## src/rtl/txq_pkg.sv

```systemverilog
package txq_pkg;

  typedef enum logic [2:0] {
    MODE_450 = 3'd0,
    MODE_550 = 3'd1,
    MODE_650 = 3'd2,
    MODE_750 = 3'd3,
    MODE_950 = 3'd4
  } compatMode_e;

  // control -> datapath strobes
  typedef struct packed {
    logic push;
    logic pop;
    logic flush;
  } txqStrobe_t;

  // control byte bit positions
  localparam int CTL_EN_BIT    = 0;
  localparam int CTL_FLUSH_BIT = 2;
  localparam int CTL_REQ_BIT   = 3;
  localparam int CTL_FLD_LO    = 4;
  localparam int CTL_FLD_HI    = 5;

  // 650-style threshold table
  function automatic logic [7:0] trig650(input logic [1:0] sel);
    case (sel)
      2'd0:    trig650 = 8'd16;
      2'd1:    trig650 = 8'd32;
      2'd2:    trig650 = 8'd64;
      default: trig650 = 8'd112;
    endcase
  endfunction

endpackage

```

## src/rtl/txq_datapath.sv

```systemverilog
module txq_datapath
  import txq_pkg::*;
#(
  parameter int DATA_W    = 8,
  parameter int MAX_DEPTH = 128
) (
  input  logic                                 clk,
  input  logic                                 rstN,
  input  txqStrobe_t                           strobe,
  input  logic [DATA_W-1:0]                    wrData,
  output logic [DATA_W-1:0]                    headData,
  output logic [$clog2(MAX_DEPTH+1)-1:0]       count
);

  localparam int PTR_W = $clog2(MAX_DEPTH);
  localparam int LVL_W = $clog2(MAX_DEPTH+1);

  logic [DATA_W-1:0] store [MAX_DEPTH];
  logic [PTR_W-1:0]  wrPtr;
  logic [PTR_W-1:0]  rdPtr;

  always_ff @(posedge clk) begin
    if (strobe.push && !strobe.flush) begin
      store[wrPtr] <= wrData;
    end
  end

  always_ff @(posedge clk) begin
    if (!rstN) begin
      wrPtr <= '0;
      rdPtr <= '0;
      count <= '0;
    end else if (strobe.flush) begin
      wrPtr <= '0;
      rdPtr <= '0;
      count <= '0;
    end else begin
      if (strobe.push) wrPtr <= wrPtr + PTR_W'(1);
      if (strobe.pop)  rdPtr <= rdPtr + PTR_W'(1);
      case ({strobe.push, strobe.pop})
        2'b10:   count <= count + LVL_W'(1);
        2'b01:   count <= count - LVL_W'(1);
        default: count <= count;
      endcase
    end
  end

  assign headData = store[rdPtr];


  flush_empty_chk: assert property (@(posedge clk) disable iff (!rstN)
    strobe.flush |=> (count == '0));


  pushpop_hold_chk: assert property (@(posedge clk) disable iff (!rstN)
    (strobe.push && strobe.pop && !strobe.flush) |=> $stable(count));

endmodule

```

## src/rtl/txq_control.sv

```systemverilog
module txq_control
  import txq_pkg::*;
#(
  parameter int MAX_DEPTH  = 128,
  parameter int MID_DEPTH  = 16,
  parameter int BYTE_DEPTH = 1,
  parameter int TRIG_W     = 7
) (
  input  logic                             clk,
  input  logic                             rstN,
  input  logic [2:0]                       mode,
  input  logic                             enhanced,
  input  logic                             dlabSet,
  input  logic                             anyTrigEn,
  input  logic                             irqEn,
  input  logic                             ctlWrEn,
  input  logic [7:0]                       ctlWrData,
  output logic [7:0]                       ctlRdData,
  input  logic                             trigRegWr,
  input  logic [TRIG_W-1:0]                trigRegData,
  input  logic                             wrValid,
  input  logic                             popReq,
  input  logic [$clog2(MAX_DEPTH+1)-1:0]   level,
  output txqStrobe_t                       strobe,
  output logic                             full,
  output logic                             empty,
  output logic                             irq
);

  localparam int LVL_W = $clog2(MAX_DEPTH+1);

  compatMode_e      modeSel;
  logic             queueEn;
  logic             reqMode;
  logic [1:0]       trigField;
  logic             flushPend;
  logic [TRIG_W-1:0] trigReg;

  logic [1:0]       nextField;
  logic [LVL_W-1:0] curDepth;
  logic [LVL_W-1:0] nextDepth;
  logic [LVL_W-1:0] threshold;
  logic             bitLocked;

  assign modeSel   = compatMode_e'(mode);
  assign bitLocked = (modeSel == MODE_750) && !enhanced && !dlabSet;

  function automatic logic [LVL_W-1:0] depthFor(
      input logic en, input logic deepBit, input logic enh, input compatMode_e m);
    if (!en)                                  depthFor = LVL_W'(BYTE_DEPTH);
    else if (enh)                             depthFor = LVL_W'(MAX_DEPTH);
    else if (m == MODE_750 && deepBit)        depthFor = LVL_W'(MAX_DEPTH);
    else                                      depthFor = LVL_W'(MID_DEPTH);
  endfunction

  always_comb begin
    nextField = ctlWrData[CTL_FLD_HI:CTL_FLD_LO];
    if (bitLocked) nextField[1] = trigField[1];
    curDepth  = depthFor(queueEn, trigField[1], enhanced, modeSel);
    nextDepth = depthFor(ctlWrData[CTL_EN_BIT], nextField[1], enhanced, modeSel);
  end

  // control register and self-clearing flush
  always_ff @(posedge clk) begin
    if (!rstN) begin
      queueEn   <= 1'b0;
      reqMode   <= 1'b0;
      trigField <= 2'b00;
      flushPend <= 1'b0;
    end else if (ctlWrEn) begin
      queueEn   <= ctlWrData[CTL_EN_BIT];
      reqMode   <= ctlWrData[CTL_REQ_BIT];
      trigField <= nextField;
      flushPend <= ctlWrData[CTL_FLUSH_BIT] || (nextDepth != curDepth);
    end else begin
      flushPend <= 1'b0;
    end
  end

  always_ff @(posedge clk) begin
    if (!rstN)          trigReg <= '0;
    else if (trigRegWr) trigReg <= trigRegData;
  end

  // active threshold
  always_comb begin
    if (modeSel == MODE_950 && anyTrigEn && queueEn)
      threshold = LVL_W'(trigReg);
    else if (modeSel == MODE_650 && enhanced && reqMode && queueEn)
      threshold = LVL_W'(trig650(trigField));
    else
      threshold = LVL_W'(1);
  end

  assign full  = (level >= curDepth);
  assign empty = (level == '0);
  assign irq   = irqEn && (level < threshold);

  assign strobe.flush = flushPend;
  assign strobe.push  = wrValid && !full && !flushPend;
  assign strobe.pop   = popReq && !empty && !flushPend;

  assign ctlRdData = {2'b00, trigField, reqMode, flushPend, 1'b0, queueEn};


  no_overflow_chk: assert property (@(posedge clk) disable iff (!rstN)
    !flushPend |-> (level <= curDepth));


  full_block_chk: assert property (@(posedge clk) disable iff (!rstN)
    (full && wrValid && !popReq && !flushPend && !ctlWrEn) |=> (level == $past(level)));


  flush_selfclear_chk: assert property (@(posedge clk) disable iff (!rstN)
    (flushPend && !ctlWrEn) |=> !flushPend);


  irq_off_chk: assert property (@(posedge clk) disable iff (!rstN)
    (!irqEn) |-> !irq);

endmodule

```

## src/rtl/tx_hold_queue.sv

```systemverilog
module tx_hold_queue
  import txq_pkg::*;
#(
  parameter int DATA_W    = 8,
  parameter int MAX_DEPTH = 128,
  parameter int MID_DEPTH = 16,
  parameter int TRIG_W    = 7
) (
  input  logic                               clk,
  input  logic                               rstN,
  input  logic [2:0]                         mode,
  input  logic                               enhanced,
  input  logic                               dlabSet,
  input  logic                               anyTrigEn,
  input  logic                               irqEn,
  input  logic                               ctlWrEn,
  input  logic [7:0]                         ctlWrData,
  output logic [7:0]                         ctlRdData,
  input  logic                               trigRegWr,
  input  logic [TRIG_W-1:0]                  trigRegData,
  input  logic                               wrValid,
  input  logic [DATA_W-1:0]                  wrData,
  input  logic                               popReq,
  output logic [DATA_W-1:0]                  popData,
  output logic [$clog2(MAX_DEPTH+1)-1:0]     level,
  output logic                               full,
  output logic                               empty,
  output logic                               irq
);

  txqStrobe_t strobe;

  txq_control #(
    .MAX_DEPTH (MAX_DEPTH),
    .MID_DEPTH (MID_DEPTH),
    .BYTE_DEPTH(1),
    .TRIG_W    (TRIG_W)
  ) i_control (
    .clk        (clk),
    .rstN       (rstN),
    .mode       (mode),
    .enhanced   (enhanced),
    .dlabSet    (dlabSet),
    .anyTrigEn  (anyTrigEn),
    .irqEn      (irqEn),
    .ctlWrEn    (ctlWrEn),
    .ctlWrData  (ctlWrData),
    .ctlRdData  (ctlRdData),
    .trigRegWr  (trigRegWr),
    .trigRegData(trigRegData),
    .wrValid    (wrValid),
    .popReq     (popReq),
    .level      (level),
    .strobe     (strobe),
    .full       (full),
    .empty      (empty),
    .irq        (irq)
  );

  txq_datapath #(
    .DATA_W   (DATA_W),
    .MAX_DEPTH(MAX_DEPTH)
  ) i_datapath (
    .clk     (clk),
    .rstN    (rstN),
    .strobe  (strobe),
    .wrData  (wrData),
    .headData(popData),
    .count   (level)
  );

endmodule

```

## config.mk

```make
export PLATFORM = sky130hd
export DESIGN_NAME = tx_hold_queue
export DESIGN_NICKNAME = d
export VERILOG_FILES = /design/src/rtl/txq_pkg.sv /design/src/rtl/txq_datapath.sv /design/src/rtl/txq_control.sv /design/src/rtl/tx_hold_queue.sv
export SDC_FILE = /design/constraint.sdc
export NUM_CORES = 1
export LEC_CHECK = 0
export ABC_AREA = 0
export BUFFER_PORTS_ARGS = -buffer_cell sky130_fd_sc_hd__buf_4
export CAP_MARGIN = 20
export CELL_PAD_IN_SITES_DETAIL_PLACEMENT = 0
export CELL_PAD_IN_SITES_GLOBAL_PLACEMENT = 1
export CORE_UTILIZATION = 45
export CTS_BUF_LIST = sky130_fd_sc_hd__clkbuf_4
export CTS_CLUSTER_DIAMETER = 120
export DETAILED_ROUTE_END_ITERATION = 6
export PLACE_DENSITY_LB_ADDON = 0.25
export SETUP_SLACK_MARGIN = 0.3
export SKIP_LAST_GASP = 1
export SLEW_MARGIN = 25
export SYNTH_ARGS = -nofsm -noshare
export SYNTH_HDL_FRONTEND = slang
export SYNTH_SLANG_ARGS = --single-unit
```

## constraint.sdc

```tcl
create_clock -name clk -period 4.8 [get_ports clk]
set_input_delay 0.72 -clock clk [delete_from_list [all_inputs] [get_ports clk]]
set_output_delay 0.72 -clock clk [all_outputs]
set_load 0.01 [all_outputs]
```

==> flow_summary_export.csv <==
group,metric,value,unit
clocking,cts_tree,"yes",
final_layout,final_cell_mix,"1024 x edfxtp_1, 404 x clkbuf_4, 192 x mux4_2",
final_layout,regArea,31600,sq um
placed_design,pre_cts_slack,0.290,ns
critical_path,worst_setup_path_end_kind,"output port",
route,wire_per_inst,25.3,um
synthesis,async_flop_share,0,%
critical_path,critPathBufInv,5,
timing,hold_viol,0,
placed_design,dp_hpwl,57500,um
critical_path,critPathMaxFanout,6,
critical_path,critPathMaxStageDelay,0.54,ns
route,drt_iter0_drc,1799,
synthesis,post_synth_num_cell_types,63,
synthesis,ys_ff_latch,1065,
pwr,peakVddDrop,0.273,mV
placed_design,dp_cells,3395,
route,drc,0,
route,vias,22146,
pwr,power.density,444,nW/um^2
floorplanning,die_area,94300,sq um
clocking,cts_sinks,1065,
critical_path,critical_path_arrival,3.76,ns
critical_path,critPathTopFamily,"buffers and inverters",
clocking,clk_latency,1.17,ns
clocking,root_buffer,"clkbuf_4",
grt,gr-usage-all-layers,21.5,%
critical_path,cp-start-kind,"flip-flop",
timing,fin_worst_skew,0.106,ns
status,status,"finished clean",
job,cap_violations,0,
timing,fin_setup_tns,0,ns
timing,worst_slack,0.324,ns
synthesis,syn_area,41900,sq um
floorplanning,rows,111,
clocking,htreeDepth,5,
grt,gr-total-overflow,0,
timing,finalCriticalPeriod,4.48,ns
grt,antenna_found_initial,2,
clocking,cts_inserted_buffers,288,
synthesis,syn_inst,2143,
placed_design,port_buffers,56,
clocking,clock_path_buffers,4,
synthesis,syn_avg_cell_area,19.5,sq um
clocking,clk_pin_slew,0.06,ns
final_layout,fin_cells,3943,
route,first_pass_iters,5,
critical_path,cpMaxStageDelayCell,"mux4_2",
timing,tightestPinTransition,1.02,ns
placed_design,gp_congestion,0.802,
pwr,leakage,15.5,nW
critical_path,r2r_slack,0.79,ns
synthesis,synth_flop_cell,"edfxtp_1",
synthesis,synth_warnings,0,
timing,rsz0062_at_grt,"true",
route,drtAntennaViolNets,0,
critical_path,cp_common_cell,"buf_4",
final_layout,layout.cells.most_common,"edfxtp_1",
timing,finalSetupViolCount,0,
timing,final_max_slew_viol_count,0,
floorplanning,die_y,307,um
floorplanning,core,91900,sq um
final_layout,area_growth,16.8,%
final_layout,multiInputGateArea,9980,sq um
floorplanning,initial_core_util,45.5,%
final_layout,layout.nets,2583,
route,routed_via_density,5.62,
synthesis,synth_edf_count,1024,
timing,period_share,93.3,%
floorplanning,io_pins,63,
pwr,power,0.0217,W
route,wl,99700,um
timing,slew-limit-headroom,32.0,%
floorplanning,fp.dieW,307,um
synthesis,synth_seq_area_share,75.4,%
critical_path,path_cells,"buf_12 -> buf_16 -> buf_4 -> buf_4 -> mux4_2 -> a221oi_2 -> o22ai_2 -> nor3_4 -> o221ai_2 -> buf_4",
timing,fmax,223,MHz
final_layout,nFillCells,7383,
critical_path,cp.required,4.08,ns
grt,grt_pass1_wl,147000,um
critical_path,timing_worst_setup_path_type,"reg2out",
final_layout,drive_gt1_share,34.8,%
grt,grt_start_max_net_pins,95,
grt,grt_pass1_vias,23129,
hold_path,hp-class,"in2reg",
[power by group]
| group | switching [W] | internal [W] | total [W] |
|---|---|---|---|
| sequential | 0.0000634 | 0.0103 | 0.0103 |
| combinational | 0.00192 | 0.00193 | 0.00385 |
| clock | 0.00350 | 0.00405 | 0.00755 |
[metrics by stage]
| step | cell area (sq um) | utilization (%) | hold slack, ns |
|---|---|---|---|
| 5_1_grt | 48900 | 53.2 | 0.0565 |
| 3_3_place_gp | 44000 | 47.8 | 0.476 |
| 4_1_cts | 48700 | 52.9 | 0.0996 |
| 3_5_place_dp | 44000 | 47.8 | 0.488 |
| 2_1_floorplan | 41900 | - | 0.459 |
| 6_report | 48900 | 53.2 | 0.142 |
[Yosys cell counts, types with 3 or more instances]
master / number / area (sq um)
a21oi_1: 28 / 140
a221o_1: 17 / 170
a221oi_1: 6 / 52.6
a221oi_2: 10 / 150
a22o_1: 16 / 140
a22oi_1: 81 / 608
and2_1: 3 / 18.8
buf_1: 15 / 56.3
buf_2: 35 / 175
buf_4: 15 / 113
buf_6: 5 / 56.3
clkbuf_1: 51 / 191
dfxtp_1: 41 / 821
edfxtp_1: 1024 / 30700
ha_1: 21 / 263
inv_1: 14 / 52.6
mux2_2: 64 / 721
mux2i_1: 77 / 771
mux4_2: 192 / 4320
nand2_1: 38 / 143
nand2b_1: 7 / 43.8
nand3_1: 9 / 45.0
nand4_1: 8 / 50.1
nor2_1: 179 / 672
nor2b_1: 28 / 175
nor3_1: 6 / 30.0
nor3_2: 7 / 70.1
nor3b_1: 3 / 22.5
o21ai_0: 36 / 180
o21ai_1: 5 / 25.0
o221ai_1: 24 / 210
o22ai_1: 24 / 150
or2_2: 3 / 18.8
or3_1: 4 / 25.0
xnor2_1: 8 / 70.1
xor2_1: 7 / 61.3
[cell type report]
type | instances | share of cell area [%]
clock buffers | 404 | 6.20
well taps | 1243 | 3.18
repair buffers | 214 | 4.79
multi-input cells | 942 | 20.4
inverters | 14 | 0.107
flip-flops and latches | 1065 | 64.6
diodes | 7 | 0.0358
clock inverters | 54 | 0.650
[worst paths after layout]
kind | cells past startpoint | end | from
max reg2reg | 16 | i_datapath.count[6] | i_control.trigField[1]
min reg2reg | 2 | flip-flop | i_datapath.rdPtr[6]
max | 10 | popData[5] | flip-flop
min | 1 | i_datapath.store[2][6] | wrData[6]
[cells by family (layout without fill, tap and decap cells)]
logic type                 after synthesis  after routing  share of synthesized area (%)
DFF                                   1065           1065                           75.4
muxes                                  333            333                           13.9
and+or+nand+nor                        308            309                           3.42
AOI/OAI and AO/OA                      260            260                           4.61
buffers and inverters                  139            686                           1.67
adders and majority gates               22             22                          0.675
xor gates and xnor gates                15             15                          0.314
other                                    1             10                        0.00896
[layer usage]
layer | wire (um) | track usage (%)
met5 | 0 | 0
met4 | 2090 | 7.09
met2 | 47600 | 33.4
met3 | 7000 | 5.37
met1 | 43000 | 29.8
[registers in the layout, summed over array words and instances, names as in the netlist, named ones only]
| register | flops |
|---|---|
| i_datapath.store | 1024 |
| i_datapath.count | 8 |
| i_control.trigReg | 7 |
| i_datapath.rdPtr | 7 |
| i_datapath.wrPtr | 7 |
| i_control.trigField | 2 |
| i_control.flushPend | 1 |
| i_control.queueEn | 1 |
| i_control.reqMode | 1 |
[timing repair]
item                                    4_1_cts  5_1_grt
buffers inserted                             29        5
hold buffers                                 36        1
pin swaps                                    15        6
endpoints found under the setup margin        8        8
resized for setup                            92       14
hold endpoints to repair                     13       21
gates cloned                                 10        1
Note: power is estimated with default switching activity, not from simulation.
